===== src/rtl/dmr_pkg.sv =====
package dmr_pkg;

  // Width of the short-mode count field; its budget is field + 1.
  localparam int unsigned SHORT_CNT_W = 5;

  typedef enum logic {
    CNT_SHORT = 1'b0,
    CNT_LONG  = 1'b1
  } cnt_mode_e;

endpackage


===== src/rtl/dmr_rst_sync.sv =====
module dmr_rst_sync #(
  parameter int unsigned STAGES = 2
) (
  input  logic clk,
  input  logic rst_n,
  output logic rst_n_sync
);

  logic [STAGES-1:0] chain_q;

  always_ff @(posedge clk or negedge rst_n) begin
    if (!rst_n) begin
      chain_q <= '0;
    end else begin
      chain_q <= {chain_q[STAGES-2:0], 1'b1};
    end
  end

  assign rst_n_sync = chain_q[STAGES-1];

endmodule


===== src/rtl/dmr_line_decoder.sv =====
module dmr_line_decoder #(
  parameter int unsigned LINES = 16,
  localparam int unsigned MAP_W = $clog2(LINES)
) (
  input  logic             clk,
  input  logic             rst_n,
  input  logic             en,
  input  logic [MAP_W-1:0] sel,
  output logic [LINES-1:0] lines
);

  for (genvar i = 0; i < LINES; i++) begin : g_line
    assign lines[i] = en && (sel == MAP_W'(i));
  end

  AST_DEC_SINGLE_LINE: assert property (@(posedge clk) disable iff (!rst_n)
    $onehot0(lines));

  AST_DEC_EN_LINE: assert property (@(posedge clk) disable iff (!rst_n)
    en |-> $countones(lines) == 1);

endmodule


===== src/rtl/dmr_channel.sv =====
module dmr_channel #(
  parameter int unsigned BUF_W = 7,
  parameter int unsigned LINES = 16,
  parameter int unsigned CNT_W = 16,
  localparam int unsigned MAP_W = $clog2(LINES)
) (
  input  logic             clk,
  input  logic             rst_n,
  input  logic             wr,
  input  logic [BUF_W-1:0] cfg_buf,
  input  logic             cfg_tx_en,
  input  logic             cfg_rx_en,
  input  logic [MAP_W-1:0] cfg_tx_map,
  input  logic [MAP_W-1:0] cfg_rx_map,
  input  logic             cfg_ext,
  input  logic [CNT_W-1:0] cfg_count,
  input  logic             ev_valid,
  input  logic [BUF_W-1:0] ev_buf,
  input  logic             ev_tx,
  input  logic             ev_rx,
  output logic [LINES-1:0] tx_lines,
  output logic [LINES-1:0] rx_lines,
  output logic             done
);
  import dmr_pkg::*;

  logic [BUF_W-1:0] buf_q,    buf_d;
  logic             tx_en_q,  tx_en_d;
  logic             rx_en_q,  rx_en_d;
  logic [MAP_W-1:0] tx_map_q, tx_map_d;
  logic [MAP_W-1:0] rx_map_q, rx_map_d;
  logic [CNT_W-1:0] cnt_q,    cnt_d;
  logic             done_q,   done_d;

  logic             slot_hit;
  logic             tx_fire;
  logic             rx_fire;
  logic             issue;
  logic             upd;
  logic [CNT_W-1:0] load_cnt;
  cnt_mode_e        mode;

  assign mode     = cnt_mode_e'(cfg_ext);
  assign load_cnt = (mode == CNT_LONG) ? cfg_count
                  : CNT_W'(cfg_count[SHORT_CNT_W-1:0]) + CNT_W'(1);

  // A write to this channel overrides an event in the same cycle.
  assign slot_hit = ev_valid && (ev_buf == buf_q) && !wr;
  assign tx_fire  = slot_hit && ev_tx && tx_en_q;
  assign rx_fire  = slot_hit && ev_rx && rx_en_q;
  assign issue    = tx_fire || rx_fire;
  assign upd      = wr || issue;

  always_comb begin
    buf_d    = buf_q;
    tx_en_d  = tx_en_q;
    rx_en_d  = rx_en_q;
    tx_map_d = tx_map_q;
    rx_map_d = rx_map_q;
    cnt_d    = cnt_q;
    done_d   = done_q;
    if (wr) begin
      buf_d    = cfg_buf;
      tx_map_d = cfg_tx_map;
      rx_map_d = cfg_rx_map;
      cnt_d    = load_cnt;
      if (load_cnt == '0) begin
        tx_en_d = 1'b0;
        rx_en_d = 1'b0;
        done_d  = 1'b1;
      end else begin
        tx_en_d = cfg_tx_en;
        rx_en_d = cfg_rx_en;
        done_d  = 1'b0;
      end
    end else if (issue) begin
      cnt_d = cnt_q - CNT_W'(1);
      if (cnt_q == CNT_W'(1)) begin
        tx_en_d = 1'b0;
        rx_en_d = 1'b0;
        done_d  = 1'b1;
      end
    end
  end

  always_ff @(posedge clk or negedge rst_n) begin
    if (!rst_n) begin
      buf_q    <= '0;
      tx_en_q  <= 1'b0;
      rx_en_q  <= 1'b0;
      tx_map_q <= '0;
      rx_map_q <= '0;
      cnt_q    <= '0;
      done_q   <= 1'b0;
    end else if (upd) begin
      buf_q    <= buf_d;
      tx_en_q  <= tx_en_d;
      rx_en_q  <= rx_en_d;
      tx_map_q <= tx_map_d;
      rx_map_q <= rx_map_d;
      cnt_q    <= cnt_d;
      done_q   <= done_d;
    end
  end

  dmr_line_decoder #(.LINES(LINES)) u_tx_dec (
    .clk   (clk),
    .rst_n (rst_n),
    .en    (tx_fire),
    .sel   (tx_map_q),
    .lines (tx_lines)
  );

  dmr_line_decoder #(.LINES(LINES)) u_rx_dec (
    .clk   (clk),
    .rst_n (rst_n),
    .en    (rx_fire),
    .sel   (rx_map_q),
    .lines (rx_lines)
  );

  assign done = done_q;

  AST_DONE_DISARMS: assert property (@(posedge clk) disable iff (!rst_n)
    done_q |-> !tx_en_q && !rx_en_q);

  AST_LAST_WORD_DONE: assert property (@(posedge clk) disable iff (!rst_n)
    (!wr && issue && cnt_q == CNT_W'(1)) |=> done_q);

  AST_ARMED_HAS_BUDGET: assert property (@(posedge clk) disable iff (!rst_n)
    (tx_en_q || rx_en_q) |-> cnt_q != '0);

  AST_TX_OFF_SILENT: assert property (@(posedge clk) disable iff (!rst_n)
    !tx_en_q |-> tx_lines == '0);

  AST_RX_OFF_SILENT: assert property (@(posedge clk) disable iff (!rst_n)
    !rx_en_q |-> rx_lines == '0);

  AST_DONE_STICKY: assert property (@(posedge clk) disable iff (!rst_n)
    (done_q && !wr) |=> done_q);

endmodule


===== src/rtl/dmr_req_merge.sv =====
module dmr_req_merge #(
  parameter int unsigned NUM_CH = 8,
  parameter int unsigned LINES  = 16
) (
  input  logic             clk,
  input  logic             rst_n,
  input  logic [LINES-1:0] ch_tx [NUM_CH],
  input  logic [LINES-1:0] ch_rx [NUM_CH],
  output logic [LINES-1:0] req
);

  logic [LINES-1:0] merged;
  logic [LINES-1:0] req_q;

  always_comb begin
    merged = '0;
    for (int c = 0; c < NUM_CH; c++) begin
      merged = merged | ch_tx[c] | ch_rx[c];
    end
  end

  always_ff @(posedge clk or negedge rst_n) begin
    if (!rst_n) begin
      req_q <= '0;
    end else begin
      req_q <= merged;
    end
  end

  assign req = req_q;

  AST_PULSE_HAS_SOURCE: assert property (@(posedge clk) disable iff (!rst_n)
    (merged != '0) |=> (req_q != '0));

  AST_NO_SOURCE_NO_PULSE: assert property (@(posedge clk) disable iff (!rst_n)
    (merged == '0) |=> (req_q == '0));

endmodule


===== src/rtl/dma_req_router.sv =====
module dma_req_router #(
  parameter int unsigned NUM_CH = 8,
  parameter int unsigned LINES  = 16,
  parameter int unsigned BUF_W  = 7,
  parameter int unsigned CNT_W  = 16,
  localparam int unsigned CH_W  = $clog2(NUM_CH),
  localparam int unsigned MAP_W = $clog2(LINES)
) (
  input  logic              clk,
  input  logic              rst_n,
  input  logic              cfg_we,
  input  logic [CH_W-1:0]   cfg_ch,
  input  logic [BUF_W-1:0]  cfg_buf,
  input  logic              cfg_tx_en,
  input  logic              cfg_rx_en,
  input  logic [MAP_W-1:0]  cfg_tx_map,
  input  logic [MAP_W-1:0]  cfg_rx_map,
  input  logic              cfg_ext,
  input  logic [CNT_W-1:0]  cfg_count,
  input  logic              ev_valid,
  input  logic [BUF_W-1:0]  ev_buf,
  input  logic              ev_tx,
  input  logic              ev_rx,
  output logic [LINES-1:0]  dma_req,
  output logic [NUM_CH-1:0] ch_done
);

  logic             rst_n_s;
  logic [LINES-1:0] ch_tx [NUM_CH];
  logic [LINES-1:0] ch_rx [NUM_CH];
  logic             ev_seen_q;

  dmr_rst_sync #(.STAGES(2)) u_rst (
    .clk        (clk),
    .rst_n      (rst_n),
    .rst_n_sync (rst_n_s)
  );

  for (genvar g = 0; g < NUM_CH; g++) begin : g_ch
    logic wr_sel;
    assign wr_sel = cfg_we && (cfg_ch == CH_W'(g));

    dmr_channel #(
      .BUF_W (BUF_W),
      .LINES (LINES),
      .CNT_W (CNT_W)
    ) u_ch (
      .clk        (clk),
      .rst_n      (rst_n_s),
      .wr         (wr_sel),
      .cfg_buf    (cfg_buf),
      .cfg_tx_en  (cfg_tx_en),
      .cfg_rx_en  (cfg_rx_en),
      .cfg_tx_map (cfg_tx_map),
      .cfg_rx_map (cfg_rx_map),
      .cfg_ext    (cfg_ext),
      .cfg_count  (cfg_count),
      .ev_valid   (ev_valid),
      .ev_buf     (ev_buf),
      .ev_tx      (ev_tx),
      .ev_rx      (ev_rx),
      .tx_lines   (ch_tx[g]),
      .rx_lines   (ch_rx[g]),
      .done       (ch_done[g])
    );
  end

  dmr_req_merge #(
    .NUM_CH (NUM_CH),
    .LINES  (LINES)
  ) u_merge (
    .clk   (clk),
    .rst_n (rst_n_s),
    .ch_tx (ch_tx),
    .ch_rx (ch_rx),
    .req   (dma_req)
  );

  // Registered copy of the event strobe, used only by the checks below.
  always_ff @(posedge clk or negedge rst_n_s) begin
    if (!rst_n_s) begin
      ev_seen_q <= 1'b0;
    end else begin
      ev_seen_q <= ev_valid && (ev_tx || ev_rx);
    end
  end

  AST_REQ_NEEDS_EVENT: assert property (@(posedge clk) disable iff (!rst_n_s)
    (dma_req != '0) |-> ev_seen_q);

  AST_RESET_QUIET: assert property (@(posedge clk)
    !rst_n_s |-> (dma_req == '0 && ch_done == '0));

endmodule


===== config.mk =====
export PLATFORM = sky130hd
export DESIGN_NAME = dma_req_router
export DESIGN_NICKNAME = d
export VERILOG_FILES = /design/src/rtl/dmr_pkg.sv /design/src/rtl/dmr_rst_sync.sv /design/src/rtl/dmr_line_decoder.sv /design/src/rtl/dmr_channel.sv /design/src/rtl/dmr_req_merge.sv /design/src/rtl/dma_req_router.sv
export SDC_FILE = /design/constraint.sdc
export NUM_CORES = 1
export LEC_CHECK = 0
export BUFFER_PORTS_ARGS = -buffer_cell sky130_fd_sc_hd__buf_2
export CAP_MARGIN = 40
export CORE_AREA = 2 2 201 203
export DETAILED_ROUTE_END_ITERATION = 6
export DIE_AREA = 0 0 203 205
export SLEW_MARGIN = 20
export SYNTH_ARGS = -nofsm -noshare
export SYNTH_HDL_FRONTEND = slang
export SYNTH_SLANG_ARGS = --single-unit

===== constraint.sdc =====
create_clock -name clk -period 8.2 [get_ports clk]
set_input_delay 2.05 -clock clk [delete_from_list [all_inputs] [get_ports clk]]
set_output_delay 2.05 -clock clk [all_outputs]
set_load 0.01 [all_outputs]

Word level (Yosys, flattened, before mapping)
Cells that the tools add are included.

Register bits: 290. Word-level logic and storage cells: 815. Input port bits: 50.

$add $sub $neg: 9. Muxes and demuxes: 76. Bitwise gates (word level): 15. Eq/ne operators: 263. Reduce and logical (&&, ||, !) cells: 394.

Operators with widths (count): equality test 4 bit (second input constant) (128); logical AND 1 bit (312); two-way mux 16 bit (17); equality test 4 x 3 -> 1 bit (second input constant) (64); bitwise OR 16 bit (15); equality test 16 x 1 -> 1 bit (second input constant) (8); equality test 4 x 2 -> 1 bit (second input constant) (32); subtractor 16 x 1 -> 16 bit (second input constant) (8); equality test 4 x 1 -> 1 bit (second input constant) (16); zero test 4 bit (16); two-way mux 1 bit (59); equality test 7 bit (8); AND reduction 2 bit (16); nonzero test 2 bit (16); AND reduction 3 bit (8); zero test 16 bit (1); logical OR 1 bit (16); equality test 3 bit (second input constant) (4); zero test 1 bit (8); adder 5 x 1 -> 6 bit (second input constant) (1); equality test 3 x 2 -> 1 bit (second input constant) (2); equality test 3 x 1 -> 1 bit (second input constant) (1); zero test 3 bit (1).

Longest topological paths before layout
Depth after elaboration: 22. Depth in mapped cells: 10.

Hierarchy
From an unflattened synthesis, not the netlist that was laid out.

Cell total of the unflattened synthesis: 2057. Area total of the unflattened synthesis: 18855.6 um^2.

Modules (own cells, without submodules): dmr_channel at g_ch[0].u_ch ... (times used 5, seq. area each 850.8 um^2, cells an instance 203, area each 2026.9 um^2); dmr_channel at g_ch[5].u_ch ... (times used 3, seq. area each 850.8 um^2, cells an instance 189, area each 1929.4 um^2); dmr_line_decoder (times used 16, seq. area each 0.0 um^2, cells an instance 23, area each 117.6 um^2); dmr_req_merge (times used 1, seq. area each 400.4 um^2, cells an instance 96, area each 900.9 um^2); dma_req_router (times used 1, seq. area each 0.0 um^2, cells an instance 8, area each 96.3 um^2); dmr_rst_sync (times used 1, seq. area each 50.0 um^2, cells an instance 3, area each 53.8 um^2).

Least setup slack after synthesis
Ideal clock, no wire load.

Path type: input -> register. Start: input port ev_buf[3]. End: register g_ch[0].u_ch.cnt_q[11]. Cell stages on the path: 8. Setup time: 118 ps. Path slack: 4227 ps. Arrival: 3855 ps. Path buffers: 2. Cell sequence: buf_2 > xnor2_1 > nand4_2 > or4_1 > buf_2 > or3_1 > mux2i_1 > a21o_1.

Word-level cells in the longest chain between the ends: 8.

RTL lines: start: declaration (RTL line dma_req_router.sv:21) `input logic [BUF_W-1:0] ev_buf,`; equality test 7 bit (*) (RTL line dmr_channel.sv:48) `assign slot_hit = ev_valid && (ev_buf == buf_q) && !wr;`; logical AND 1 bit (*) (2 in a row) (RTL line dmr_channel.sv:48); logical AND 1 bit, on equally long branches (2 in a row) (RTL line dmr_channel.sv:49, dmr_channel.sv:50); logical OR 1 bit (*) (RTL line dmr_channel.sv:51) `assign issue = tx_fire || rx_fire;`; nonzero test 2 bit (no source line) / logical OR 1 bit (equally long branches); AND reduction 2 bit (no source line) (*); end signal: assignment (RTL line dmr_channel.sv:101) `cnt_q <= cnt_d;`; end: declaration (RTL line dmr_channel.sv:32) `logic [CNT_W-1:0] cnt_q, cnt_d;`.

Every way passes the cells marked *; elsewhere a longest branch is shown, timed or not. A chain may end at the register's enable or synchronous reset.

Worst setup path in the final report
Start: input port cfg_ch[1]. End: register g_ch[3].u_ch.cnt_q[14].

Word-level cells in the longest chain between the ends: 9.

RTL lines: start: declaration (RTL line dma_req_router.sv:12) `input logic [CH_W-1:0] cfg_ch,`; equality test 3 x 2 -> 1 bit (*) (RTL line dma_req_router.sv:41) `assign wr_sel = cfg_we && (cfg_ch == CH_W'(g));`; logical AND 1 bit (*) (RTL line dma_req_router.sv:41); zero test 1 bit (RTL line dmr_channel.sv:48); logical AND 1 bit (RTL line dmr_channel.sv:48); logical AND 1 bit, on equally long branches (2 in a row) (RTL line dmr_channel.sv:49, dmr_channel.sv:50); logical OR 1 bit (RTL line dmr_channel.sv:51); nonzero test 2 bit (no source line) / logical OR 1 bit (equally long branches); AND reduction 2 bit (no source line); end signal: assignment (RTL line dmr_channel.sv:101); end: declaration (RTL line dmr_channel.sv:32).

Marks and branches as above.

==> impl_summary.txt <==
----------------------------------------------------
[Global route]
  Largest net degree at the start of global routing ... 60
  Number of antenna violations at the first check in global routing ... 1
  Global router's overall resource usage ... 0.335
  Total congestion overflow ... 0
  Wire length of the first global-routing pass ... 103000 um
  Vias in the first global route ... 15800

[Die]
  # IOs ... 74
  Number of rows in the core area ... 73
  Die height ... 205 um
  Initial core utilization ... 0.448
  X dimension of the die ... 203 um
  Total die area ... 0.0416 mm^2
  Core ar. ... 0.0394 mm^2

[Min path]
  Worst Hold Class ... reg2async

[Clock tree]
  Root Buffer ... sky130_fd_sc_hd__clkbuf_16
  Number of levels in the clock H-tree ... 2
  Clock Sink Count ... 290
  Latest clock arrival within the worst-skew pair ... 560 ps
  Hold bufs inserted after CTS ... 0
  Worst-path clk slew ... 60 ps
  Inserted Clock Buffers ... 36
  Number of buffers inserted by post-CTS setup repair ... 0
  Number of gates resized after cts ... 0
  Clock tree from TritonCTS ... built
  Clock tree buffer depth ... 3

[Critical path]
  Crit end category ... flip-flop
  Largest fanout of any net on the critical path ... 24
  Arrival time of data at the critical path endpoint ... 5040 ps
  Required time reported for the critical path endpoint ... 8650 ps
  Cell at the slowest stage of the critical path ... sky130_fd_sc_hd__nor4_4
  Launching element type of the critical path ... input pin
  WS Path Type ... in2reg
  Critical path cell sequence ... buf_2 > nand4b_2 > nand3_2 > nor4_4 > nand3_1 > or4_1 > a31oi_1
  Slowest stage delay, CP ... 880 ps

[Logic synthesis]
  Gate Count Post-Synth ... 2122
  Share of the yosys chip area belonging to registers ... 0.412
  Proportion of synthesized area in mux cells ... 0.00298
  Synthesized-area fraction occupied by adder cells ... 0.0121
  Synth Flop Type ... sky130_fd_sc_hd__dfrtp_1
  Fraction of the mapped netlist area in simple logic gates ... 0.319
  Async set-reset flop share out of synthesis ... 1.00
  Synthesized flop and latch total ... 290
  Net Count, Synth ... 2189
  Count of cell types in the netlist ... 79
  Share of the synthesized area in compound gates (AO/OA/AOI/OAI) ... 0.123
  EDFF count, synth ... 0
  Post-synthesis xor/xnor area fraction ... 0.0855
  Post-synthesis instance area ... 0.0176 mm^2
  Synth warnings ... 0
  Dominant combinational cell family by area after synthesis ... simple AND/OR/NAND/NOR gates
  Average cell area after synthesis ... 8.31 um^2

[Route]
  Final routed DRC violation total ... 0
  Antenna violation net count after detailed routing ... 0
  1st-pass router iterations ... 5
  Routed length per instance ... 25.6 um
  Drt first-iter violations ... 1515
  Vias/cell ... 6.07
  Total wire length after detailed routing ... 68900 um
  Total via count after detailed routing ... 16400

[Outcome]
  Status ... completed

[Power and ir drop]
  Sequential Power Share ... 0.439
  Sw Ratio ... 0.346
  Logic gate share of total power ... 0.211
  Leak ... 8.12 nW
  Clock Power Share ... 0.350
  Worst ir drop on vdd ... 0.185 mV
  NetSw ... 1.58 mW
  Pwr dens ... 231 mW/mm^2
  Cell internal pwr ... 2.98 mW

[STA]
  Slew HR ... 0.382
  Fraction of the cycle the final worst path needs ... 0.560
  Final period demand of the worst path ... 4590 ps
  Highest clock rate ... 0.218 GHz
  Worst slack on hold paths ... 253 ps
  Worst slew pin tran ... 919 ps
  Final TNS setup ... 0 ps
  Unrepaired setup endpoints after global routing ... no
  Number of max-slew violations in the final report ... 0
  Number of setup violations in the final report ... 0
  Worst-case clock skew ... 32.0 ps
  Final count of hold timing violations ... 0

[Final layout]
  Most frequent cells in the layout ... sky130_fd_sc_hd__nand2_1 (552), sky130_fd_sc_hd__dfrtp_1 (289), sky130_fd_sc_hd__nor2_1 (112), sky130_fd_sc_hd__xnor2_1 (89), sky130_fd_sc_hd__o21ai_0 (88)
  Layout filler cell count ... 3755
  Commonest non-fill, non-tap cell in the layout ... sky130_fd_sc_hd__nand2_1
  Core occupancy in the finished layout ... 0.501
  Area growth, synth to finish ... 11.9%
  Fraction of layout cells with a size suffix above 1 ... 0.103
  Final-stage net count ... 2207

[Placed design]
  Final HPWL DP ... 49700 um
  Global placement routability congestion ... 1.03
  Buffers added on ports ... 73

[Job]
  Number of maximum-capacitance violations ... 0

----------------------------------------------------
-- kinds of logic (layout without fill, tap and decap cells) --
family          Yosys count  count (layout)
fa+ha+maj                17              17
compound gates          318             318
flops                   290             290
other cells               1               2
xor+xnor                172             172
buf+inv                 183             229
simple gates           1136            1136
mux                       5               5
-- stage by stage --
| step | instance area, um^2 | worst slack, ps | power [mW] | cells |
|---|---|---|---|---|
| after floorplan | 17600 | 3450 | 2.61 | 2122 |
| after global placement | 18300 | 2960 | 2.92 | 2611 |
| after detailed placement | 18500 | 3130 | 2.95 | 2624 |
| after CTS | 19700 | 3730 | 4.56 | 2690 |
| after global routing | 19700 | 3470 | 4.78 | 2693 |
| final | 19700 | 3610 | 4.55 | 2694 |
-- per-layer routing --
metal	GRT usage	wire, um	vias up
li1	-	-	7523
met1	0.445	29400	8015
met4	0.158	3350	0
met5	0	0	-
met2	0.543	31900	671
met3	0.0453	4300	148
-- flip-flops by register name (all words and copies together) (netlist names) --
| register | count |
|---|---|
| g_ch.u_ch.tx_map_q | 32 |
| g_ch.u_ch.tx_en_q | 8 |
| g_ch.u_ch.rx_map_q | 32 |
| u_merge.req | 16 |
| g_ch.u_ch.done | 8 |
| g_ch.u_ch.cnt_q | 128 |
| g_ch.u_ch.buf_q | 56 |
| g_ch.u_ch.rx_en_q | 8 |
| u_rst.chain_q | 2 |
-- worst paths after layout --
check,from,to,slack (ps),depth (start not counted)
min reg2reg,u_rst.chain_q[1]$_DFF_PN0_,g_ch[5].u_ch.cnt_q[4]$_DFFE_PN0N_,250,0
max,cfg_ch[1],g_ch[3].u_ch.cnt_q[14]$_DFFE_PN0N_,3610,7
min,u_rst.chain_q[1]$_DFF_PN0_,g_ch[5].u_ch.cnt_q[4]$_DFFE_PN0N_,250,0
min in group clk,u_rst.chain_q[0]$_DFF_PN0_,u_rst.chain_q[1]$_DFF_PN0_,350,0
max reg2reg,g_ch[0].u_ch.buf_q[4]$_DFFE_PN0P_,u_merge.req[4]$_DFF_PN0_,5310,6
max in group asynchronous,u_rst.chain_q[1]$_DFF_PN0_,g_ch[1].u_ch.tx_map_q[0]$_DFFE_PN0P_,6260,4
-- synthesized netlist by cell type (all sizes together), types with 3 or more instances --
cell type | count | area share
a2111oi | 3 | 0.0037
a21oi | 27 | 0.0077
a221oi | 3 | 0.0015
a222oi | 4 | 0.0023
a22o | 9 | 0.0045
a22oi | 23 | 0.0098
a31oi | 8 | 0.0028
a32o | 6 | 0.0034
a32oi | 25 | 0.012
and2 | 19 | 0.0067
and3 | 9 | 0.0032
and4 | 4 | 0.0020
buf | 69 | 0.022
clkbuf | 75 | 0.016
dfrtp | 290 | 0.41
ha | 17 | 0.012
inv | 39 | 0.0083
mux2i | 3 | 0.0017
nand2 | 552 | 0.12
nand2b | 29 | 0.010
nand3 | 66 | 0.019
nand3b | 13 | 0.0055
nand4 | 62 | 0.023
nand4b | 33 | 0.017
nor2 | 116 | 0.025
nor2b | 18 | 0.0064
nor3 | 72 | 0.022
nor3b | 9 | 0.0038
nor4 | 58 | 0.024
nor4b | 11 | 0.0070
nor4bb | 4 | 0.0023
o2111ai | 6 | 0.0030
o211ai | 12 | 0.0051
o21ai | 112 | 0.032
o22ai | 35 | 0.012
o311ai | 8 | 0.0040
o31ai | 9 | 0.0038
o32ai | 11 | 0.0055
or2 | 8 | 0.0028
or3 | 28 | 0.0099
or4 | 20 | 0.0085
xnor2 | 90 | 0.045
xor2 | 82 | 0.041
-- power by group through the flow --
stage                     clock network [mW]  logic [mW]  registers, mW
after CTS                               1.63       0.946           1.99
final                                   1.60       0.959           2.00
after floorplan                            0       0.692           1.92
after global placement                     0       0.921           2.00
after global routing                    1.68        1.06           2.04
after detailed placement                   0       0.941           2.01
-- cell type report --
class / instances / area [um^2] / area share
antenna: 1 / 2.50 / 0.000127
timing repair buffer: 124 / 852 / 0.0432
inverter: 39 / 146 / 0.00742
sequential: 290 / 7260 / 0.368
multi-input combinational: 1649 / 9630 / 0.489
tap: 525 / 657 / 0.0333
clock buffer: 56 / 1080 / 0.0546
clock inverter: 10 / 91.3 / 0.00463
-- worst max-delay path, delay by kind of cell --
family | cells | cell delay (ps)
and+or+nand+nor | 5 | 2610
AOI/OAI and AO/OA | 1 | 180
buffers and inverters | 1 | 200
Power figures use the tool's default switching activity.
